**config.mk**
```make
export PLATFORM = sky130hd
export DESIGN_NAME = alarm_irq
export DESIGN_NICKNAME = d
export VERILOG_FILES = /design/src/rtl/alarm_irq_pkg.sv /design/src/rtl/alarm_irq_regs.sv /design/src/rtl/alarm_irq_cmp.sv /design/src/rtl/alarm_irq_pin.sv /design/src/rtl/alarm_irq.sv
export SDC_FILE = /design/constraint.sdc
export NUM_CORES = 1
export LEC_CHECK = 0
export BUFFER_PORTS_ARGS = -buffer_cell sky130_fd_sc_hd__buf_2
export CORE_MARGIN = 3
export CORE_UTILIZATION = 30
export CTS_CLUSTER_SIZE = 25
export DETAILED_ROUTE_END_ITERATION = 6
export PLACE_DENSITY_LB_ADDON = 0.2
export SYNTH_ARGS = -nofsm -noshare
export SYNTH_HDL_FRONTEND = slang
export SYNTH_SLANG_ARGS = --single-unit
```
**constraint.sdc**
```tcl
create_clock -name clk -period 2.9 [get_ports clk]
set_input_delay 0.58 -clock clk [delete_from_list [all_inputs] [get_ports clk]]
set_output_delay 0.58 -clock clk [all_outputs]
set_load 0.01 [all_outputs]
```
**src/rtl/alarm_irq_pkg.sv**
```systemverilog
package alarm_irq_pkg;
  localparam int unsigned FIELD_W  = 8;
  localparam int unsigned N_FIELDS = 4;

  // window offsets; the field order follows the alarm location order
  localparam logic [3:0] OFS_STAT  = 4'h0;
  localparam logic [3:0] OFS_CTRL  = 4'h1;
  localparam logic [3:0] OFS_FIELD = 4'h2;

  typedef enum logic [1:0] {
    F_DATE = 2'd0,
    F_HOUR = 2'd1,
    F_MIN  = 2'd2,
    F_SEC  = 2'd3
  } field_e;

  // true when addr falls in the alarm field range
  function automatic logic is_field(input logic [3:0] addr);
    return (addr >= OFS_FIELD) && (addr < OFS_FIELD + 4'(N_FIELDS));
  endfunction

  function automatic logic [1:0] field_index(input logic [3:0] addr);
    logic [3:0] d;
    d = addr - OFS_FIELD;
    return d[1:0];
  endfunction
endpackage

```
**src/rtl/alarm_irq_regs.sv**
```systemverilog
module alarm_irq_regs
  import alarm_irq_pkg::*;
#(
  parameter int unsigned DW = FIELD_W,
  parameter int unsigned NF = N_FIELDS,
  parameter int unsigned AW = 4
) (
  input  logic             clk,
  input  logic             rst_n,
  input  logic             wr_evt,
  input  logic [AW-1:0]    addr,
  input  logic [DW-1:0]    wdata,
  output logic [NF*DW-1:0] alarm_flat,
  output logic             alarm_en
);
  localparam int unsigned FLAT_W = NF * DW;

  logic [FLAT_W-1:0] fields_q;
  logic              en_q;

  for (genvar i = 0; i < NF; i++) begin : g_field
    logic hit_w;
    assign hit_w = wr_evt && is_field(addr) && (field_index(addr) == 2'(i));
    always_ff @(posedge clk or negedge rst_n) begin
      if (!rst_n)     fields_q[i*DW +: DW] <= '0;
      else if (hit_w) fields_q[i*DW +: DW] <= wdata;
    end
  end

  always_ff @(posedge clk or negedge rst_n) begin
    if (!rst_n)                          en_q <= 1'b0;
    else if (wr_evt && addr == OFS_CTRL) en_q <= wdata[0];
  end

  assign alarm_flat = fields_q;
  assign alarm_en   = en_q;
endmodule

```
**src/rtl/alarm_irq_cmp.sv**
```systemverilog
module alarm_irq_cmp #(
  parameter int unsigned DW = 8,
  parameter int unsigned NF = 4
) (
  input  logic [NF*DW-1:0] alarm_flat,
  input  logic [NF*DW-1:0] now_flat,
  output logic [NF-1:0]    field_eq,
  output logic             hit
);
  for (genvar i = 0; i < NF; i++) begin : g_eq
    assign field_eq[i] = (alarm_flat[i*DW +: DW] == now_flat[i*DW +: DW]);
  end
  assign hit = &field_eq;
endmodule

```
**src/rtl/alarm_irq_pin.sv**
```systemverilog
module alarm_irq_pin (
  input  logic clk,
  input  logic rst_n,
  input  logic set_evt,
  input  logic clr_evt,
  input  logic alarm_en,
  input  logic ft_sel,
  input  logic ft_wave,
  output logic pending,
  output logic irq_n,
  output logic irq_oe
);
  logic pend_q;
  logic pull_low;

  always_ff @(posedge clk or negedge rst_n) begin
    if (!rst_n)       pend_q <= 1'b0;
    else if (set_evt) pend_q <= 1'b1;
    else if (clr_evt) pend_q <= 1'b0;
  end

  always_comb begin
    if (ft_sel) pull_low = ~ft_wave;
    else        pull_low = pend_q & alarm_en;
  end

  assign pending = pend_q;
  assign irq_oe  = pull_low;
  assign irq_n   = ~pull_low;
endmodule

```
**src/rtl/alarm_irq.sv**
```systemverilog
module alarm_irq
  import alarm_irq_pkg::*;
#(
  parameter int unsigned AW = 4,
  parameter int unsigned DW = FIELD_W
) (
  input  logic          clk,
  input  logic          rst_n,
  input  logic          bus_sel,
  input  logic          bus_we,
  input  logic          bus_re,
  input  logic [AW-1:0] bus_addr,
  input  logic [DW-1:0] bus_wdata,
  output logic [DW-1:0] bus_rdata,
  input  logic [DW-1:0] cur_date,
  input  logic [DW-1:0] cur_hour,
  input  logic [DW-1:0] cur_min,
  input  logic [DW-1:0] cur_sec,
  input  logic          tick_1hz,
  input  logic          on_battery,
  input  logic          ft_sel,
  input  logic          ft_wave,
  output logic          irq_n,
  output logic          irq_oe
);
  localparam int unsigned NF     = N_FIELDS;
  localparam int unsigned FLAT_W = NF * DW;

  logic              host_live;
  logic              wr_evt;
  logic              rd_evt;
  logic              clr_evt;
  logic              set_evt;
  logic              hit_w;
  logic              en_w;
  logic              pend_w;
  logic [NF-1:0]     field_eq_w;
  logic [FLAT_W-1:0] alarm_flat_w;
  logic [FLAT_W-1:0] now_flat_w;

  assign now_flat_w = {cur_sec, cur_min, cur_hour, cur_date};
  assign host_live  = bus_sel & ~on_battery;
  assign wr_evt     = host_live & bus_we;
  assign rd_evt     = host_live & bus_re;
  assign clr_evt    = rd_evt & (bus_addr == OFS_STAT);
  assign set_evt    = tick_1hz & hit_w & en_w & ~ft_sel;

  alarm_irq_regs #(.DW(DW), .NF(NF), .AW(AW)) u_regs (
    .clk(clk), .rst_n(rst_n), .wr_evt(wr_evt), .addr(bus_addr),
    .wdata(bus_wdata), .alarm_flat(alarm_flat_w), .alarm_en(en_w)
  );

  alarm_irq_cmp #(.DW(DW), .NF(NF)) u_cmp (
    .alarm_flat(alarm_flat_w), .now_flat(now_flat_w),
    .field_eq(field_eq_w), .hit(hit_w)
  );

  alarm_irq_pin u_pin (
    .clk(clk), .rst_n(rst_n), .set_evt(set_evt), .clr_evt(clr_evt),
    .alarm_en(en_w), .ft_sel(ft_sel), .ft_wave(ft_wave),
    .pending(pend_w), .irq_n(irq_n), .irq_oe(irq_oe)
  );

  always_comb begin
    bus_rdata = '0;
    if (rd_evt) begin
      if (bus_addr == OFS_STAT)      bus_rdata = DW'(pend_w);
      else if (bus_addr == OFS_CTRL) bus_rdata = DW'(en_w);
      else if (is_field(bus_addr))
        bus_rdata = alarm_flat_w[field_index(bus_addr)*DW +: DW];
    end
  end
endmodule

```
==> metrics.md <==
| Metric | Value |
|---|---|
| # diodes | 0 |
| Die width | 88.9 um |
| Post-DP Area | 2450 um^2 |
| Routed via count | 1,481 |
| Share of cells above drive strength 1 | 0.504 |
| Total power | 1230 uW |
| Crit path kind | primary input to primary output |
| Overflow after GRT | 0 |
| Max-Cap Viols | 0 |
| Synthesized area | 2060 um^2 |
| Highest cell delay on the worst timing path | 0.57 ns |
| Crit path DAT | 1.90 ns |
| Post-cts hold buffer count | 0 |
| CTS clk-pin slew, worst paths | 0.07 ns |
| Final nets | 276 |
| GPL Wtd Cong | 0.728 |
| Routed Antenna Nets | 0 |
| Flops & latches, synth | 34 |
| Drt wl/cell | 17.7 um |
| Number of synthesized flops with an enable pin | 0 |
| Yosys warning count | 0 |
| Die Y | 88.9 um |
| Core area | 6490 um^2 |
| Commonest cells post-synth | 34 x dfrtp_1, 29 x xor2_1, 27 x mux2_2 |
| CP startpoint | bus_addr[0] |
| WP buf/inv | 2 |
| Port Buffers | 62 |
| Clk sink count | 34 |
| Num CTS Buffers | 5 |
| I/O pins | 63 |
| Top cell type's share of synthesized area | 0.413 |
| Status | completed |
| Worst EP required | 2.32 ns |
| Worst-path fanout max | 15 |
| Post-synth top flop | dfrtp_1 |
| Max Clock Skew | 0.00298 ns |
| Reg2reg start | u_regs.alarm_flat[18] |
| PwrDens | 485 nW/um^2 |
| Slew Viols, Final | 0 |
| Leakage dissipation | 0.00130 uW |
| Number of global-route vias before repair | 1,512 |
| Syn_nets | 209 |
| Netlist cell types | 32 |
| Row cnt | 29 |
| Top delay family on crit path | multiplexers |
| Global-route wire length before repair | 8.20 mm |
| Synth Area in XOR/XNOR | 0.149 |
| Max-slew headroom | 0.478 |
| Initial Util | 0.317 |
| Synth area leaders | dfrtp_1 41%, mux2_2 15%, xor2_1 12% |
| Startpoint Class | primary input |
| Largest net degree at the start of global routing | 35 |
| Adder-cell share of the synthesized area | 0 |
| Postcts setup bufs | 0 |
| Die Area | 7900 um^2 |
| Post-CTS sizing | 0 |
| Peak supply drop | 0.266 mV |
| CTS Buffer Depth | 2 |
| Routed vias/inst | 4.92 |
| Sum Neg Setup Slack | 0 ns |
| Slew @ Worst Pin | 0.783 ns |
| Area fraction in and, or, nand and nor cells after synthesis | 0.130 |
| Filler Cell Count | 677 |
| H-tree levels | 2 |
| Most used cell, CP | buf_2 |
| Cells after synthesis | 156 |
| Critical path, cell by cell | buf_2, mux4_2, and3_1, buf_2 |
| Total Routing Usage GR | 0.141 |
| Detailed Routing Iterations Pass 1 | 5 |
| CTS tree | done |
| Final Instance Area | 2540 um^2 |
| Routed wire length | 5.33 mm |
| Fmax achieved | 404 MHz |
| Final min period | 2.48 ns |
| Initial antenna violation count | 0 |
| Crit. End Element | primary output |
| Synth area leader | dfrtp_1 |
| Mean post-synth cell area | 13.2 um^2 |
| Count leader, synth | dfrtp_1 |
| Post-synthesis compound-gate area fraction | 0.0146 |
| Clock Tree Root | clkbuf_8 |
| Worst skew pair latency | 0.29 ns |
| Worst Hold Class | primary input to asynchronous set/reset pin |
| Crit path max-delay cell type | mux4_2 |
| Layout overhead on the synthesized area | 23.2% |
| Final Hold Viols | 0 |
| Post-route clock period utilization | 0.854 |
| Final HPWL DP | 4.05 mm |
| Mux cell area share after synthesis | 0.271 |
| Final setup fails | 0 |
| Drc violations | 0 |
| Ys async rst share | 1.00 |
| Largest family of logic cells by synthesized area | multiplexers |
| RSZ-0062 raised after global routing | false |
| Initial DRC count | 27 |
| Register area share after synthesis | 0.413 |
[flip-flops by register name (all words and copies together) (netlist names)]
| name | count |
|---|---|
| u_regs.alarm_en | 1 |
| u_pin.pending | 1 |
| u_regs.alarm_flat | 32 |
[routing by layer]
| metal | global-route usage | share of wire | up-vias |
|---|---|---|---|
| li1 | - | - | 711 |
| met5 | 0 | 0 | - |
| met1 | 0.206 | 0.50 | 717 |
| met4 | 0.0412 | 0.0086 | 0 |
| met3 | 0.0350 | 0.072 | 5 |
| met2 | 0.209 | 0.42 | 48 |
[power breakdown]
group | switching (uW) | internal (uW)
clock | 172 | 191
combinational | 113 | 151
sequential | 62.2 | 541
total | 347 | 884
[final timing paths]
path	slack [ns]	end	depth (start not counted)
setup reg to reg	1.39	u_pin.pending	4
setup / recovery	0.42	bus_rdata[4]	4
min in group clk	0.54	u_regs.alarm_flat[14]	2
hold reg to reg	0.54	u_regs.alarm_flat[14]	1
hold / removal	0.37	u_regs.alarm_flat[4]	1
max in group asynchronous	2.03	u_regs.alarm_flat[29]	1
[kinds of logic (layout without fill, tap and decap cells)]
family | after synthesis | in the layout
compound gates | 5 | 5
xor+xnor | 33 | 33
buf+inv | 6 | 74
flops | 34 | 34
mux | 43 | 43
simple gates | 35 | 35
[cell type report]
type	count	area, um^2	share of cell area
Tap cell	77	96.3	0.0379
Multi-Input combinational cell	116	1160	0.459
Clock inverter	1	5.00	0.00197
Timing Repair Buffer	65	333	0.131
Sequential cell	34	851	0.335
Clock buffer	7	86.3	0.0340
Inverter	1	3.75	0.00148
[stage by stage]
stage,util,hold WS [ns],cells,setup WS (ns)
floorplan,-,0.284,156,0.722
global placement,0.377,0.523,293,0.397
detailed placement,0.377,0.527,293,0.397
CTS,0.391,0.393,301,0.395
global route,0.391,0.428,301,0.345
finish,0.391,0.367,301,0.422
[cells in the final DEF, fill, tap and decap left out, types with 2 or more instances in the layout]
cell type	count
nand4_1	2
xor2_1	29
and3_1	7
dfrtp_1	34
mux2_1	6
nor2_1	5
mux4_2	7
buf_2	62
nand2_1	3
mux2i_1	3
nor4_1	7
buf_4	3
clkbuf_8	6
xnor2_1	3
o21ai_0	2
mux2_2	27
No activity file was read; power rests on OpenSTA's default activity.
